File: src/rtl/usb_oep_pkg.sv
package usb_oep_pkg;
  typedef enum logic [1:0] {
    HS_NONE = 2'b00,
    HS_ACK  = 2'b01,
    HS_NAK  = 2'b10
  } hs_code_e;

  typedef enum logic [1:0] {
    RX_IDLE  = 2'b00,
    RX_RECV  = 2'b01,
    RX_BLOCK = 2'b10
  } rx_state_e;

  localparam logic [1:0] ADDR_COUNT  = 2'd0;
  localparam logic [1:0] ADDR_DATA   = 2'd1;
  localparam logic [1:0] ADDR_STATUS = 2'd2;
endpackage

File: src/rtl/oep_rst_sync.sv
module oep_rst_sync #(
  parameter int STAGES = 2
) (
  input  logic clk,
  input  logic rst_n,
  output logic rst_n_sync
);
  logic [STAGES-1:0] sync_q;

  always_ff @(posedge clk or negedge rst_n) begin
    if (!rst_n) sync_q <= '0;
    else        sync_q <= {sync_q[STAGES-2:0], 1'b1};
  end

  assign rst_n_sync = sync_q[STAGES-1];
endmodule

File: src/rtl/oep_buf_mem.sv
module oep_buf_mem #(
  parameter int DEPTH = 64,
  parameter int DW    = 8,
  localparam int AW   = $clog2(DEPTH)
) (
  input  logic          clk,
  input  logic          we,
  input  logic [AW-1:0] waddr,
  input  logic [DW-1:0] wdata,
  input  logic [AW-1:0] raddr,
  output logic [DW-1:0] rdata
);
  logic [DW-1:0] store [DEPTH];

  always_ff @(posedge clk) begin
    if (we) store[waddr] <= wdata;
  end

  assign rdata = store[raddr];
endmodule

File: src/rtl/oep_rx_ctrl.sv
module oep_rx_ctrl
  import usb_oep_pkg::*;
#(
  parameter int DEPTH = 64,
  parameter int DW    = 8,
  localparam int AW   = $clog2(DEPTH),
  localparam int CW   = $clog2(DEPTH + 1)
) (
  input  logic          clk,
  input  logic          rst_n,
  input  logic          rx_sop,
  input  logic          rx_pid_odd,
  input  logic          rx_byte_vld,
  input  logic [DW-1:0] rx_byte,
  input  logic          rx_eop,
  input  logic          rx_crc_ok,
  input  logic          dav,
  output logic          mem_we,
  output logic [AW-1:0] mem_waddr,
  output logic [DW-1:0] mem_wdata,
  output logic          commit,
  output logic [CW-1:0] commit_len,
  output logic          hs_vld,
  output hs_code_e      hs_code
);
  localparam logic [CW-1:0] FULL = CW'(DEPTH);

  rx_state_e     state_q, state_n;
  logic [CW-1:0] cnt_q, cnt_n;
  logic          ovf_q, ovf_n;
  logic          podd_q, podd_n;
  logic          exp_q, exp_n;
  logic          hsv_q, hsv_n;
  hs_code_e      hsc_q, hsc_n;

  always_comb begin
    state_n = state_q;
    cnt_n   = cnt_q;
    ovf_n   = ovf_q;
    podd_n  = podd_q;
    exp_n   = exp_q;
    hsv_n   = 1'b0;
    hsc_n   = HS_NONE;
    commit  = 1'b0;
    if (rx_sop) begin
      state_n = dav ? RX_BLOCK : RX_RECV;
      cnt_n   = '0;
      ovf_n   = 1'b0;
      podd_n  = rx_pid_odd;
    end else if (rx_eop && state_q != RX_IDLE) begin
      state_n = RX_IDLE;
      if (!rx_crc_ok) begin
        hsv_n = 1'b0;
      end else if (state_q == RX_BLOCK) begin
        hsv_n = 1'b1;
        hsc_n = HS_NAK;
      end else if (!ovf_q) begin
        hsv_n = 1'b1;
        hsc_n = HS_ACK;
        if (podd_q == exp_q) begin
          commit = 1'b1;
          exp_n  = ~exp_q;
        end
      end
    end else if (rx_byte_vld && state_q == RX_RECV) begin
      if (cnt_q == FULL) ovf_n = 1'b1;
      else               cnt_n = cnt_q + CW'(1);
    end
  end

  always_ff @(posedge clk or negedge rst_n) begin
    if (!rst_n) begin
      state_q <= RX_IDLE;
      cnt_q   <= '0;
      ovf_q   <= 1'b0;
      podd_q  <= 1'b0;
      exp_q   <= 1'b0;
      hsv_q   <= 1'b0;
      hsc_q   <= HS_NONE;
    end else begin
      state_q <= state_n;
      cnt_q   <= cnt_n;
      ovf_q   <= ovf_n;
      podd_q  <= podd_n;
      exp_q   <= exp_n;
      hsv_q   <= hsv_n;
      hsc_q   <= hsc_n;
    end
  end

  assign mem_we     = rx_byte_vld && !rx_sop && !rx_eop &&
                      (state_q == RX_RECV) && (cnt_q != FULL);
  assign mem_waddr  = cnt_q[AW-1:0];
  assign mem_wdata  = rx_byte;
  assign commit_len = cnt_q;
  assign hs_vld     = hsv_q;
  assign hs_code    = hsc_q;
endmodule

File: src/rtl/oep_reg_if.sv
module oep_reg_if
  import usb_oep_pkg::*;
#(
  parameter int DEPTH = 64,
  parameter int DW    = 8,
  localparam int AW   = $clog2(DEPTH),
  localparam int CW   = $clog2(DEPTH + 1)
) (
  input  logic          clk,
  input  logic          rst_n,
  input  logic          reg_rd,
  input  logic          reg_wr,
  input  logic [1:0]    reg_addr,
  input  logic [DW-1:0] reg_wdata,
  input  logic          commit,
  input  logic [CW-1:0] commit_len,
  input  logic [DW-1:0] mem_rdata,
  output logic [AW-1:0] mem_raddr,
  output logic [DW-1:0] reg_rdata,
  output logic          dav,
  output logic [CW-1:0] byte_cnt,
  output logic [CW-1:0] rd_ptr
);
  logic          dav_q, dav_n;
  logic [CW-1:0] cnt_q, cnt_n;
  logic [CW-1:0] ptr_q, ptr_n;
  logic [DW-1:0] rdata_q, rdata_n;
  logic          rdata_en;
  logic          pop, rearm;

  assign pop   = reg_rd && (reg_addr == ADDR_DATA) && (ptr_q < cnt_q);
  assign rearm = reg_wr && (reg_addr == ADDR_STATUS) && reg_wdata[0];

  always_comb begin
    dav_n = dav_q;
    cnt_n = cnt_q;
    ptr_n = ptr_q;
    if (commit) begin
      dav_n = 1'b1;
      cnt_n = commit_len;
      ptr_n = '0;
    end else if (rearm) begin
      dav_n = 1'b0;
      cnt_n = '0;
      ptr_n = '0;
    end else if (pop) begin
      ptr_n = ptr_q + CW'(1);
    end
  end

  assign rdata_en = reg_rd;

  always_comb begin
    rdata_n = '0;
    case (reg_addr)
      ADDR_COUNT:  rdata_n = DW'(cnt_q);
      ADDR_DATA:   rdata_n = pop ? mem_rdata : '0;
      ADDR_STATUS: rdata_n = DW'(dav_q);
      default:     rdata_n = '0;
    endcase
  end

  always_ff @(posedge clk or negedge rst_n) begin
    if (!rst_n) begin
      dav_q <= 1'b0;
      cnt_q <= '0;
      ptr_q <= '0;
    end else begin
      dav_q <= dav_n;
      cnt_q <= cnt_n;
      ptr_q <= ptr_n;
    end
  end

  always_ff @(posedge clk or negedge rst_n) begin
    if (!rst_n)        rdata_q <= '0;
    else if (rdata_en) rdata_q <= rdata_n;
  end

  assign mem_raddr = ptr_q[AW-1:0];
  assign reg_rdata = rdata_q;
  assign dav       = dav_q;
  assign byte_cnt  = cnt_q;
  assign rd_ptr    = ptr_q;
endmodule

File: src/rtl/usb_out_ep_buf.sv
module usb_out_ep_buf
  import usb_oep_pkg::*;
#(
  parameter int DEPTH = 64,
  parameter int DW    = 8,
  localparam int AW   = $clog2(DEPTH),
  localparam int CW   = $clog2(DEPTH + 1)
) (
  input  logic          clk,
  input  logic          rst_n,
  input  logic          rx_sop,
  input  logic          rx_pid_odd,
  input  logic          rx_byte_vld,
  input  logic [DW-1:0] rx_byte,
  input  logic          rx_eop,
  input  logic          rx_crc_ok,
  output logic          hs_vld,
  output logic [1:0]    hs_code,
  input  logic          reg_rd,
  input  logic          reg_wr,
  input  logic [1:0]    reg_addr,
  input  logic [DW-1:0] reg_wdata,
  output logic [DW-1:0] reg_rdata,
  output logic          irq_dav
);
  logic          rst_n_int;
  logic          mem_we;
  logic [AW-1:0] mem_waddr, mem_raddr;
  logic [DW-1:0] mem_wdata, mem_rdata;
  logic          commit;
  logic [CW-1:0] commit_len;
  logic [CW-1:0] byte_cnt, rd_ptr;
  hs_code_e      hs_code_e_w;

  oep_rst_sync #(.STAGES(2)) u_rst (
    .clk        (clk),
    .rst_n      (rst_n),
    .rst_n_sync (rst_n_int)
  );

  oep_rx_ctrl #(.DEPTH(DEPTH), .DW(DW)) u_rx (
    .clk         (clk),
    .rst_n       (rst_n_int),
    .rx_sop      (rx_sop),
    .rx_pid_odd  (rx_pid_odd),
    .rx_byte_vld (rx_byte_vld),
    .rx_byte     (rx_byte),
    .rx_eop      (rx_eop),
    .rx_crc_ok   (rx_crc_ok),
    .dav         (irq_dav),
    .mem_we      (mem_we),
    .mem_waddr   (mem_waddr),
    .mem_wdata   (mem_wdata),
    .commit      (commit),
    .commit_len  (commit_len),
    .hs_vld      (hs_vld),
    .hs_code     (hs_code_e_w)
  );

  oep_buf_mem #(.DEPTH(DEPTH), .DW(DW)) u_mem (
    .clk   (clk),
    .we    (mem_we),
    .waddr (mem_waddr),
    .wdata (mem_wdata),
    .raddr (mem_raddr),
    .rdata (mem_rdata)
  );

  oep_reg_if #(.DEPTH(DEPTH), .DW(DW)) u_reg (
    .clk        (clk),
    .rst_n      (rst_n_int),
    .reg_rd     (reg_rd),
    .reg_wr     (reg_wr),
    .reg_addr   (reg_addr),
    .reg_wdata  (reg_wdata),
    .commit     (commit),
    .commit_len (commit_len),
    .mem_rdata  (mem_rdata),
    .mem_raddr  (mem_raddr),
    .reg_rdata  (reg_rdata),
    .dav        (irq_dav),
    .byte_cnt   (byte_cnt),
    .rd_ptr     (rd_ptr)
  );

  assign hs_code = hs_code_e_w;
endmodule

File: config.mk
export PLATFORM = sky130hd
export DESIGN_NAME = usb_out_ep_buf
export DESIGN_NICKNAME = d
export VERILOG_FILES = /design/src/rtl/usb_oep_pkg.sv /design/src/rtl/oep_rst_sync.sv /design/src/rtl/oep_buf_mem.sv /design/src/rtl/oep_rx_ctrl.sv /design/src/rtl/oep_reg_if.sv /design/src/rtl/usb_out_ep_buf.sv
export SDC_FILE = /design/constraint.sdc
export NUM_CORES = 1
export LEC_CHECK = 0
export CAP_MARGIN = 20
export CORE_MARGIN = 3
export CORE_UTILIZATION = 45
export DETAILED_ROUTE_END_ITERATION = 6
export PLACE_DENSITY_LB_ADDON = 0.05
export SETUP_SLACK_MARGIN = 0.02
export SYNTH_ARGS = -nofsm -noshare
export SYNTH_HDL_FRONTEND = slang
export SYNTH_SLANG_ARGS = --single-unit
File: constraint.sdc
create_clock -name clk -period 1.86 [get_ports clk]
set_clock_uncertainty 0.2 [all_clocks]
set_input_delay 0.372 -clock clk [delete_from_list [all_inputs] [get_ports clk]]
set_output_delay 0.372 -clock clk [all_outputs]
set_load 0.05 [all_outputs]
==> results.toml <==
[die]
io-pin-count = 39
die_w_um = 228
die-height_um = 228
num_rows = 80
start_util_pct = 46.0
core_area_sq_mm = 0.0481
dieArea_sq_mm = 0.0519

[flow_run]
maxCapViolCount = 0

[clock_tree]
clk_path_buf_depth = 3
htree_levels = 2
cts_root_buf = "clkbuf_16"
cts_tree = "yes"
cts_made_buffers = 57
clock_latency_ns = 0.61
clkTransAtPathRegs_ns = 0.06
cts_sinks = 552

[route]
wl_per_cell_um = 26.8
drtIter0Drc = 1015
vias_per_cell = 5.64
vias = 12300
drt-total-wl_um = 58400
ant_nets = 0
firstDrtPassIters = 5
drc = 0

[timing]
period_needed_ns = 2.65
holdWs_ns = -0.00491
finalSetupViolCount = 527
hold_violations = 13
tightest_slew_ns = 0.599
period_share_pct = 142
slew_headroom_pct = 60.1
setup-tns-final_ns = -204.54
slew_viol_final = 0
timing.final.ws_setup_ns = -0.787
max_freq_mhz = 378
rsz0062_at_grt = "yes"

[synth]
syn_avg_cell_area_sq_um = 19.3
ys_ff_latch = 552
ys.warnings.count = 0
synth_edf_count = 512
ys_types = 66
yosysSeqAreaShare_pct = 74.0
synthFlopType = "edfxtp_1"
synth_nets = 1184
syn_area_sq_mm = 0.0221
synthArstFlopShare_pct = 7.25
syn_inst = 1148

[worst_hold_path]
holdCritPathClass = "reg2async"

[power_and_ir_drop]
seqPwrFrac_pct = 50.7
power_density_mw_per_mm2 = 943
combPwrFrac_pct = 8.3
ir_worst_vdd_mv = 0.721
power.internal_mw = 21.2
p_total_mw = 27.1
leakagePower_nw = 9.47
p_sw_share_pct = 21.7
clockPowerShare_pct = 41.1
p_switching_mw = 5.88

[global_routing]
use_met2_pct = 35.7
gr-total-overflow = 0
antenna_found_initial = 0
use_met3_pct = 4.35
grtUsageMet1_pct = 32.7
track_usage_pct = 22.8
grt_pass1_vias = 13000
grt_start_max_net_pins = 65
busiest_layer = "met2"
grt_pass1_wl_um = 87300

[placement]
io_buffers = 31
hpwl_um = 38000
gp_congestion = 0.831
dp.cells = 2050
dpl_cell_area_sq_mm = 0.0255

[setup_path]
crit_required_ns = 2.13
r2r_slack_ns = -0.79
critPathLaunchType = "register"
end_kind = "register"
crit_path_max_fanout = 8
path_class = "reg2reg"
crit_arrival_ns = 2.92

[run_status]
outcome = "finished, violations left"
violations = "negative hold slack, negative setup slack"

[layout]
design_area_sq_mm = 0.0287
final_cells = 2180
num_antenna_cells = 0
fill_cells = 3624
area.growth.synth_to_final_pct = 29.9
drive_above_1_share_pct = 42.8
nets = 1519
-- cells in the mapped netlist, types with 11 or more instances --
cell	count	share of area (%)
mux4_1	14	1.7
o21ai_0	20	0.45
edfxtp_1	512	69
a21oi_1	18	0.41
nand2b_1	11	0.31
mux2i_1	54	2.4
buf_4	13	0.44
clkbuf_1	19	0.32
nand3_1	14	0.32
nand2_1	48	0.81
mux4_2	103	10
dfrtp_1	40	4.5
nor2_1	93	1.6
nor2b_1	13	0.37
-- cell families (layout without fill, tap and decap cells) --
family                     after synthesis  count (layout)  share of synthesized area, %
AOI/OAI and AO/OA                      110             110                          3.39
xor gates and xnor gates                 7               7                         0.277
adders and majority gates                9               9                         0.509
buffers and inverters                   72             448                          2.17
DFF                                    552             552                          74.0
muxes                                  181             181                          15.1
other                                    1               1                        0.0169
and+or+nand+nor                        216             216                          4.53
-- flip-flops by register name, summed over array words and instances (netlist names), 2 cells and up --
signal / cells
u_mem.store: 512
u_reg.byte_cnt: 7
u_reg.rd_ptr: 7
u_reg.reg_rdata: 8
u_rst.sync_q: 2
u_rx.commit_len: 7
u_rx.hs_code: 2
u_rx.state_q: 2
-- layer usage --
| metal | share of wire, % | vias to the layer above |
|---|---|---|
| li1 | - | 5339 |
| met1 | 45 | 6495 |
| met2 | 47 | 360 |
| met3 | 5.6 | 94 |
| met4 | 2.7 | 0 |
| met5 | 0 | - |
-- cell usage in the layout, fill, tap and decap left out, types with 16 or more instances in the layout --
| cell | n |
|---|---|
| buf_12 | 49 |
| buf_4 | 176 |
| buf_6 | 77 |
| clkbuf_16 | 59 |
| dfrtp_1 | 35 |
| edfxtp_1 | 512 |
| mux2i_1 | 49 |
| mux4_2 | 110 |
| nand2_1 | 40 |
| nor2_1 | 27 |
| nor2_4 | 62 |
| o21ai_0 | 16 |
-- worst paths after layout --
path / start / endpoint / cells after the start
worst max-delay path: u_reg.rd_ptr[1] / u_reg.reg_rdata[2] / 9
worst min-delay path: u_rst.sync_q[1] / u_rx.hs_code[1] / 0
worst max register to register: u_reg.rd_ptr[1] / u_reg.reg_rdata[2] / 9
worst min register to register: u_rst.sync_q[1] / u_rx.hs_code[1] / 0
max in group asynchronous: u_rst.sync_q[1] / u_reg.rd_ptr[2] / 1
min in group clk: rx_byte[6] / u_mem.store[60][6] / 2
-- cell type report --
cell class	instances	area (sq um)	share of cell area (%)
clock inverter	32	309	1.08
sequential	552	16400	57.0
inverter	11	43.8	0.152
tap	656	821	2.86
multi-input combinational	524	6130	21.3
clock buffer	68	1490	5.18
timing repair buffer	337	3560	12.4
-- critical path: stages (launching register included) --
cell     delay [ns]
dfrtp_4        0.44
buf_12         0.16
buf_12         0.15
mux4_2         0.52
mux2i_2        0.20
buf_4          0.17
mux4_2         0.31
nor2_4         0.06
a31oi_4        0.18
o21ai_1        0.09
-- stage by stage --
step	utilization [%]	hold WS, ns	worst slack, ns
5_1_grt	59.7	0.0287	-0.807
3_3_place_gp	52.9	0.00434	-0.933
4_1_cts	58.7	0.00930	-0.748
2_1_floorplan	-	-0.124	-0.535
6_report	59.7	-0.00491	-0.787
3_5_place_dp	52.9	0.00676	-0.917
-- power groups by stage --
stage	clock network (mW)	registers, mW	logic (mW)
finish	11.1	13.7	2.24
global placement	0	14.0	2.07
detailed placement	0	14.0	2.08
CTS	11.4	13.7	2.20
global route	11.9	13.7	2.38
floorplan	0	14.1	0.999
-- repair_timing --
item / 4_1_cts / 5_1_grt
hold buffers: 4 / 0
gates resized for setup: 233 / 74
setup buffers: 18 / 17
pin swaps: 41 / 34
gates cloned: 0 / 1
endpoints found under the hold margin: 29 / 0
setup endpoints to repair: 531 / 541
(Power assumes the default switching activity.)
